--- src/rtl/gpio_pkg.sv ---
package gpio_pkg;
  typedef enum logic [1:0] {
    TRIG_LOW  = 2'd0,
    TRIG_HIGH = 2'd1,
    TRIG_RISE = 2'd2,
    TRIG_FALL = 2'd3
  } trig_e;

  localparam logic [2:0] IDX_DATA = 3'd0;
  localparam logic [2:0] IDX_DIR  = 3'd1;
  localparam logic [2:0] IDX_PAD  = 3'd2;
  localparam logic [2:0] IDX_CFGL = 3'd3;
  localparam logic [2:0] IDX_CFGH = 3'd4;
  localparam logic [2:0] IDX_MASK = 3'd5;
  localparam logic [2:0] IDX_STAT = 3'd6;
  localparam logic [2:0] IDX_EDGE = 3'd7;
endpackage

--- src/rtl/gpio_sync.sv ---
module gpio_sync #(
  parameter int WIDTH  = 32,
  parameter int STAGES = 2
) (
  input  logic             clk,
  input  logic             rst_n,
  input  logic [WIDTH-1:0] async_i,
  output logic [WIDTH-1:0] sync_o
);
  logic [WIDTH-1:0] chain_q [STAGES];

  always_ff @(posedge clk) begin
    if (!rst_n) begin
      for (int i = 0; i < STAGES; i++) chain_q[i] <= '0;
    end else begin
      chain_q[0] <= async_i;
      for (int i = 1; i < STAGES; i++) chain_q[i] <= chain_q[i-1];
    end
  end

  assign sync_o = chain_q[STAGES-1];
endmodule

--- src/rtl/gpio_pin_detect.sv ---
module gpio_pin_detect
  import gpio_pkg::*;
(
  input  logic       clk,
  input  logic       rst_n,
  input  logic       level_i,
  input  logic [1:0] trig_i,
  input  logic       any_edge_i,
  output logic       event_o
);
  logic prev_q;
  logic rise, fall;

  always_ff @(posedge clk) begin
    if (!rst_n) prev_q <= 1'b0;
    else        prev_q <= level_i;
  end

  assign rise = level_i & ~prev_q;
  assign fall = ~level_i & prev_q;

  always_comb begin
    if (any_edge_i) begin
      event_o = rise | fall;
    end else begin
      unique case (trig_e'(trig_i))
        TRIG_LOW:  event_o = ~level_i;
        TRIG_HIGH: event_o = level_i;
        TRIG_RISE: event_o = rise;
        TRIG_FALL: event_o = fall;
        default:   event_o = 1'b0;
      endcase
    end
  end

  // with any-edge select an event means the level just moved
  p_any_edge_toggles_r5: assert property (@(posedge clk) disable iff (!rst_n)
    (any_edge_i && event_o) |-> (level_i != $past(level_i)));

  // a rising-edge trigger fires only when the level is now high
  p_rise_is_high_r4: assert property (@(posedge clk) disable iff (!rst_n)
    (!any_edge_i && trig_i == 2'd2 && event_o) |-> (level_i && !$past(level_i)));
endmodule

--- src/rtl/gpio_irq_port.sv ---
module gpio_irq_port
  import gpio_pkg::*;
#(
  parameter int PINS        = 32,
  parameter int SYNC_STAGES = 2
) (
  input  logic            clk,
  input  logic            rst_n,
  input  logic            bus_req,
  input  logic            bus_we,
  input  logic [2:0]      bus_addr,
  input  logic [PINS-1:0] bus_wdata,
  output logic [PINS-1:0] bus_rdata,
  input  logic [PINS-1:0] pad_in,
  output logic [PINS-1:0] pad_out,
  output logic [PINS-1:0] pad_oe,
  output logic [1:0]      irq
);
  localparam int HALF = PINS / 2;

  logic [PINS-1:0] data_q, dir_q, mask_q, stat_q, edge_q;
  logic [PINS-1:0] cfg_lo_q, cfg_hi_q;
  logic [PINS-1:0] pad_sync, evt, clr, stat_d, masked;
  logic [2*PINS-1:0] cfg_all;
  logic            wr, rd;

  gpio_sync #(.WIDTH(PINS), .STAGES(SYNC_STAGES)) u_sync (
    .clk(clk), .rst_n(rst_n), .async_i(pad_in), .sync_o(pad_sync)
  );

  assign cfg_all = {cfg_hi_q, cfg_lo_q};

  for (genvar n = 0; n < PINS; n++) begin : g_pin
    gpio_pin_detect u_det (
      .clk       (clk),
      .rst_n     (rst_n),
      .level_i   (pad_sync[n]),
      .trig_i    (cfg_all[2*n +: 2]),
      .any_edge_i(edge_q[n]),
      .event_o   (evt[n])
    );
  end

  assign wr     = bus_req & bus_we;
  assign rd     = bus_req & ~bus_we;
  assign clr    = (wr && bus_addr == IDX_STAT) ? bus_wdata : '0;
  assign stat_d = (stat_q & ~clr) | evt;

  always_ff @(posedge clk) begin
    if (!rst_n) begin
      data_q   <= '0;
      dir_q    <= '0;
      cfg_lo_q <= '0;
      cfg_hi_q <= '0;
      mask_q   <= '0;
      edge_q   <= '0;
      stat_q   <= '0;
    end else begin
      stat_q <= stat_d;
      if (wr) begin
        unique case (bus_addr)
          IDX_DATA: data_q   <= bus_wdata;
          IDX_DIR:  dir_q    <= bus_wdata;
          IDX_CFGL: cfg_lo_q <= bus_wdata;
          IDX_CFGH: cfg_hi_q <= bus_wdata;
          IDX_MASK: mask_q   <= bus_wdata;
          IDX_EDGE: edge_q   <= bus_wdata;
          default:  ;
        endcase
      end
    end
  end

  always_ff @(posedge clk) begin
    if (!rst_n) begin
      bus_rdata <= '0;
    end else if (rd) begin
      unique case (bus_addr)
        IDX_DATA: bus_rdata <= data_q;
        IDX_DIR:  bus_rdata <= dir_q;
        IDX_PAD:  bus_rdata <= pad_sync;
        IDX_CFGL: bus_rdata <= cfg_lo_q;
        IDX_CFGH: bus_rdata <= cfg_hi_q;
        IDX_MASK: bus_rdata <= mask_q;
        IDX_STAT: bus_rdata <= stat_q;
        IDX_EDGE: bus_rdata <= edge_q;
        default:  bus_rdata <= '0;
      endcase
    end
  end

  assign masked  = stat_q & mask_q;
  assign irq[0]  = |masked[HALF-1:0];
  assign irq[1]  = |masked[PINS-1:HALF];
  assign pad_out = data_q;
  assign pad_oe  = dir_q;

  // a cleared bit with no event that cycle is zero afterwards
  p_w1c_clears_r6: assert property (@(posedge clk) disable iff (!rst_n)
    1'b1 |=> ((stat_q & $past(clr & ~evt)) == '0));

  // bits not written with 1 stay set
  p_zero_keeps_r6: assert property (@(posedge clk) disable iff (!rst_n)
    1'b1 |=> ((stat_q & $past(stat_q & ~clr)) == $past(stat_q & ~clr)));

  // an event always lands in status, clear or not
  p_event_wins_r7: assert property (@(posedge clk) disable iff (!rst_n)
    1'b1 |=> ((stat_q & $past(evt)) == $past(evt)));

  // a request line needs at least one mask bit in its half
  p_irq_lo_masked_r8: assert property (@(posedge clk) disable iff (!rst_n)
    irq[0] |-> (mask_q[HALF-1:0] != '0));
  p_irq_hi_masked_r8: assert property (@(posedge clk) disable iff (!rst_n)
    irq[1] |-> (mask_q[PINS-1:HALF] != '0));
endmodule

--- config.mk ---
export PLATFORM = sky130hd
export DESIGN_NAME = gpio_irq_port
export DESIGN_NICKNAME = d
export VERILOG_FILES = /design/src/rtl/gpio_pkg.sv /design/src/rtl/gpio_sync.sv /design/src/rtl/gpio_pin_detect.sv /design/src/rtl/gpio_irq_port.sv
export SDC_FILE = /design/constraint.sdc
export NUM_CORES = 1
export LEC_CHECK = 0
export ABC_AREA = 1
export ABC_CLOCK_PERIOD_IN_PS = 3900
export BUFFER_PORTS_ARGS = -buffer_cell sky130_fd_sc_hd__buf_4
export CAP_MARGIN = 20
export CORE_MARGIN = 2
export CORE_UTILIZATION = 40
export DETAILED_ROUTE_END_ITERATION = 10
export HOLD_SLACK_MARGIN = 0.15
export MAX_ROUTING_LAYER = met4
export PLACE_DENSITY_LB_ADDON = 0.15
export SYNTH_ARGS = -nofsm -noshare
export SYNTH_HDL_FRONTEND = slang
export SYNTH_SLANG_ARGS = --single-unit
--- constraint.sdc ---
create_clock -name clk -period 3.9 [get_ports clk]
set_input_delay 0.585 -clock clk [delete_from_list [all_inputs] [get_ports clk]]
set_output_delay 0.585 -clock clk [all_outputs]
set_load 0.05 [all_outputs]
After elaboration in Yosys (flattened, before gate mapping)
Memories as Yosys holds them, arrays and structs flattened.
Cells that the tools add are included.
{"block": "op_classes", "n_eq_ne": 103, "muxes": 70, "bitwise": 169, "reduce_logical": 42}
{"cell": "$pmux 32 s8", "n": 1}
{"cell": "$eq 2x2->1 const B", "n": 64}
{"cell": "$pmux 1 s4", "n": 32}
{"cell": "$mux 32", "n": 3}
{"cell": "$and 1x1->1", "n": 66}
{"cell": "$not 1->1", "n": 65}
{"cell": "$and 32x32->32", "n": 2}
{"cell": "$eq 2x1->1 const B", "n": 32}
{"cell": "$logic_not 2->1", "n": 32}
{"cell": "$mux 1", "n": 34}
{"cell": "$or 1x1->1", "n": 34}
{"cell": "$not 32->32", "n": 1}
{"cell": "$or 32x32->32", "n": 1}
{"cell": "$reduce_or 16->1", "n": 2}
{"cell": "$eq 3x3->1 const B", "n": 4}
{"cell": "$reduce_and 2->1", "n": 6}
{"cell": "$eq 3x2->1 const B", "n": 2}
{"cell": "$eq 3x1->1 const B", "n": 1}
{"cell": "$logic_not 3->1", "n": 1}
{"cell": "$logic_and 1x1->1", "n": 1}
{"block": "totals", "ff_bits": 288, "ram_bits": 64, "in_bits": 71, "out_inout_bits": 98, "elab_cells": 425, "n_memories": 1}
{"name": "u_sync.chain_q", "words": 2, "width": 32, "read_ports": 2, "rd_clocked_by_memory_dff": 0, "write_ports": 2, "line": "gpio_sync.sv:10", "rtl": "logic [WIDTH-1:0] chain_q [STAGES];"}

Longest topological paths before layout
{"block": "depth", "depth_word": 6, "ltp_mapped": 10}

Modules after synthesis
Synthesis repeated with hierarchy kept, for this count alone.
{"block": "unflattened", "hier_cells": 2638, "area_unflattened_um2": 17813.3}
{"mod": "gpio_irq_port", "instances": 1, "cells_each": 1671, "area_per_inst_um2": 11688.7}
{"mod": "gpio_pin_detect", "instances": 32, "cells_each": 23, "area_per_inst_um2": 126.4}
{"mod": "gpio_sync", "instances": 1, "cells_each": 231, "area_per_inst_um2": 2080.7}

Worst setup path after synthesis
Ideal clock, no wire load.
{"block": "synth_path", "path_type": "input to register", "startpoint": "in bus_addr[0]", "endpoint": "reg stat_q[17]", "t_arrival_ns": 1.555, "required_ns": 3.790, "path_slack_ns": 2.235, "cell_stages": 10, "cell_sequence": "buf_4 -> inv_2 -> nand3_2 -> nor2_2 -> buf_2 -> nand2_1 -> nand2_1 -> nand3_1 -> nand2_1 -> inv_1"}
{"block": "synth_via", "elab_chain_cells": 6}
{"element": "start, declared", "line": "gpio_irq_port.sv:11", "rtl": "input logic [2:0] bus_addr,"}
{"element": "$eq 3x3->1", "line": "gpio_irq_port.sv:46", "rtl": "assign clr = (wr && bus_addr == IDX_STAT) ? bus_wdata : '0;"}
{"element": "$logic_and 1x1->1", "line": "gpio_irq_port.sv:46"}
{"element": "$mux 32", "line": "gpio_irq_port.sv:46"}
{"element": "$not 32->32", "line": "gpio_irq_port.sv:47", "rtl": "assign stat_d = (stat_q & ~clr) | evt;"}
{"element": "$and 32x32->32", "line": "gpio_irq_port.sv:47"}
{"element": "$or 32x32->32", "line": "gpio_irq_port.sv:47"}
{"element": "end signal, assigned", "line": "gpio_irq_port.sv:59", "rtl": "stat_q <= stat_d;"}
{"element": "end, declared", "line": "gpio_irq_port.sv:21", "rtl": "logic [PINS-1:0] data_q, dir_q, mask_q, stat_q, edge_q;"}
Every way passes these cells.
A chain may end at the register's enable or synchronous reset.

Worst setup path in the final report
{"block": "layout_path", "startpoint": "reg stat_q[19]", "endpoint": "out irq[1]"}
{"block": "layout_via", "elab_chain_cells": 2}
{"element": "$and 32x32->32", "line": "gpio_irq_port.sv:92", "rtl": "assign masked = stat_q & mask_q;"}
{"element": "$reduce_or 16->1", "line": "gpio_irq_port.sv:94", "rtl": "assign irq[1] = |masked[PINS-1:HALF];"}
{"element": "end, declared", "line": "gpio_irq_port.sv:17", "rtl": "output logic [1:0] irq"}
Every way passes these cells.

==> results list <==
- The flow ran to the end, and the final reports show no timing, DRC or antenna violations.
- The count of nets left with antenna violations once routing finished came out at 0.
- Area of the die: 0.0439 mm2
- For the pin with the worst max-slew slack, the measured transition is 1.09 ns.
* Setup Fix Bufs, Post-CTS: 0
- Including well taps, the total number of placed cells is roughly 3,000.
- Met3 capacity usage during global routing: ~4.3%
- Top FF cell, synth: dfxtp_1
- The signal on the critical path passes through nand2_1 > nand2_1 > a221oi_1 > nand3_1 > buf_4.
- Worst hold margin: 0.193 ns
- The die is 209 um wide.
- Worst skew pair latency: 0.57 ns
- The worst setup path is of the register to output port kind.
- Compared with the post-synthesis result, the final layout area differs by 17.9%.
- The number of clock buffers added by TritonCTS is between 40 and 50.
- For the worst setup path, the data arrival time is roughly 1.8 ns.
* Global-route layer with the greatest usage: met2
* Die height: 209 um
- Family with the most delay on the worst path: simple AND/OR/NAND/NOR gates
- Worst setup startpoint: stat_q[19]
* Root buffer cell: clkbuf_16
- Count of TritonRoute iterations in the first routing pass: 5
- The number of gates resized after CTS was 0.
- Summed over all cells, the static leakage comes to 9.89 nW.
* Gpl congestion: 0.914
- Reg2reg start: u_sync.chain_q[0][49]
- Biggest register: u_sync.chain_q
* Post-synth EDFFs: 0
* Met2 Resource Use GR: 42.9%
* Cell occurring most often along the worst timing path: nand2_1
* Clock tree from TritonCTS: done
* Pin count of the biggest net entering global routing: 150
* Type of the worst min-delay path: input pin to register
- Layout net count: 2,700
- After routing, the total negative slack on setup checks comes to 0 ns.
* CP Max Fanout: 3
- Met1 track demand over resource: about two fifths
* Net count after synthesis: 2,609
- The count of final hold-check violations was 0.
- Number of top-level pins: 169
- Standard-cell rows: 75
- In this run the biggest area consumer among cell types represents 41.7% of the synthesized area.
* Core Region: around 0.042 mm2
- Initial antenna violation count: 0
* Fraction of layout instances using a drive strength above 1: between 10% and 20%
- The worst setup path is captured at an output port.
* DRC errors left: 0
- Final cell area excluding filler cells: ~0.020 mm2
- Area of the multi-input gates: 0.00793 mm2
- The Yosys step of the flow raised 0 warnings.
* Number of port buffers: between 150 and 200
- After the first detailed-routing iteration, the DRC count stood at 1,698.
- The H-tree generated during clock tree synthesis spans 2 levels.
* HPWL after detailed placement: 38,200 um
* Pwr per Cell Area: between 400 and 500 mW/mm2
* Commonest non-fill, non-tap cell in the layout: nand2_1
- The register with the most flip-flops in the layout has 64 of them.
- The worst setup path is launched from a register.
* Tcrit/Tclk final: 60.6%
- Counting every sink on the clock net gives 352.
- Dividing the detail-routed wire length by the instance count gives approximately 19 um.
- VDD sags by at most around 260 uV.
* Commonest cells after routing, fill and taps aside: nand2_1, nor2_1, dfxtp_1
- Number of hold-repair buffers added at the cts stage: 0
- In this run the deepest clock path goes through 3 buffers.
- After the flow finishes, the layout carries non-filler instances totaling 3,137.
- The first global-routing pass estimated 93,000 um of wire.
* Wire length after detailed routing: approximately 60,000 um
- In the post-synthesis netlist, the biggest area contributors are dfxtp_1, nand2_1, nor2_1.
* Mean area per synthesized cell: 6.83 um2
- Total of endpoints with negative setup slack in the final report: 0
- Cells fill 47.6% of the core in the end.
- Placed inst area: 0.0184 mm2
* FF+latch area: 0.00705 mm2
- Required @ worst endpoint: between 3 and 4 ns
* Final Critical Period: 2.37 ns
- For this run, the total global-route usage over all layers was measured as 28.0%.
* Antenna cells: 0
- RSZ-0062 raised after global routing: false
* Via count of the first global-routing pass: between 15,000 and 20,000
* Fraction of registers with async set or reset after synthesis: 0%
* Synthesized instance count: 2,474
* Yosys top cell by area: dfxtp_1
* Max-cap violations: 0
* Buf/Inv on CP: 1
* Starting utilization of the core area: 40.4%
- Slew margin rel.: 27.5%
- For this run the aggregate overflow at the end of global routing stands at 0.
- Post-synthesis register bit count: 352
- The cell area that synthesis handed to floorplanning was between 0.015 and 0.02 mm2.
- Via-per-instance ratio: 5.31
- The startpoint identified for the worst hold timing path is pad_in[4].
- Highest attainable clock frequency: 423 MHz
- Detailed routing inserted a total of 16,600 vias.
- Max incr delay on CP: 0.33 ns
- Across the routed clock network, the largest skew measured is 0.0177 ns.
- Sequential elements use 41.7% of the synthesized area.
- Clock-pin slew was measured on the worst setup and hold paths at ~0.06 ns.
* Unique cell type count in the Yosys netlist: 30
* Number of filler cells placed in the layout: 4,265
- Number of pins exceeding their max-slew limit in the final report: 0
- Among all stages on the critical path, the largest delay is contributed by dfxtp_1.
## per-stage QoR
stage                     power (W)  worst slack, ns
final                       0.00889             1.53
after global routing        0.00920             1.50
after CTS                   0.00895             1.49
after detailed placement    0.00479             1.30
after global placement      0.00478             1.30
after floorplan             0.00443             2.23
## layer usage
| metal | wire length [um] | part of all wire, % |
|---|---|---|
| met2 | 26500 | 44 |
| met1 | 27000 | 45 |
| met3 | 4640 | 7.8 |
| met4 | 1610 | 2.7 |
| met5 | 0 | 0 |
## cells by family after synthesis
logic type,synth area share [%]
AND/OR/NAND/NOR,31.4
AO/OA/AOI/OAI,10.5
XOR/XNOR,0.311
adder cells (fa/ha/maj),4.74
flip-flops,41.7
buffers and inverters,11.4
## power breakdown
group | internal, W | leakage (nW) | total (W) | switching, W
clock | 0.00258 | 0.724 | 0.00417 | 0.00159
sequential | 0.00373 | 2.88 | 0.00385 | 0.000121
combinational | 0.000257 | 6.29 | 0.000878 | 0.000621
## worst reg2reg max path, stage by stage (launching register included)
cell and delay [ns]:
dfxtp_1 0.55, inv_1 0.12, ha_1 0.20, a21oi_1 0.15, a21oi_1 0.08, nand2_1 0.06
nand3_1 0.06, nand2_1 0.06, inv_1 0.04
## worst paths after layout
check        slack (ns)  cells after the start                    end
max                1.53                      5                 irq[1]
min                0.19                      3   u_sync.chain_q[0][4]
max reg2reg        2.50                      8             stat_q[17]
min reg2reg        0.41                      2  u_sync.chain_q[0][35]
## cells in the mapped netlist, drive strengths merged, types with 2 or more instances
| cell type | count |
|---|---|
| nand2 | 491 |
| nor2 | 442 |
| dfxtp | 352 |
| inv | 329 |
| nand4 | 197 |
| o21ai | 179 |
| a21oi | 128 |
| clkbuf | 84 |
| nand3 | 84 |
| buf | 69 |
| ha | 64 |
| a31oi | 22 |
| nand3b | 12 |
| xor2 | 6 |
| o211ai | 5 |
| o21bai | 4 |
| a221oi | 2 |
## layout make-up
type	count	share of cell area [%]
repair buffers	200	7.81
well taps	539	3.39
clock buffers	68	6.64
inverters	330	6.22
clock inverters	9	0.729
flip-flops and latches	352	35.4
multi-input cells	1639	39.8
(Power assumes the default switching activity.)
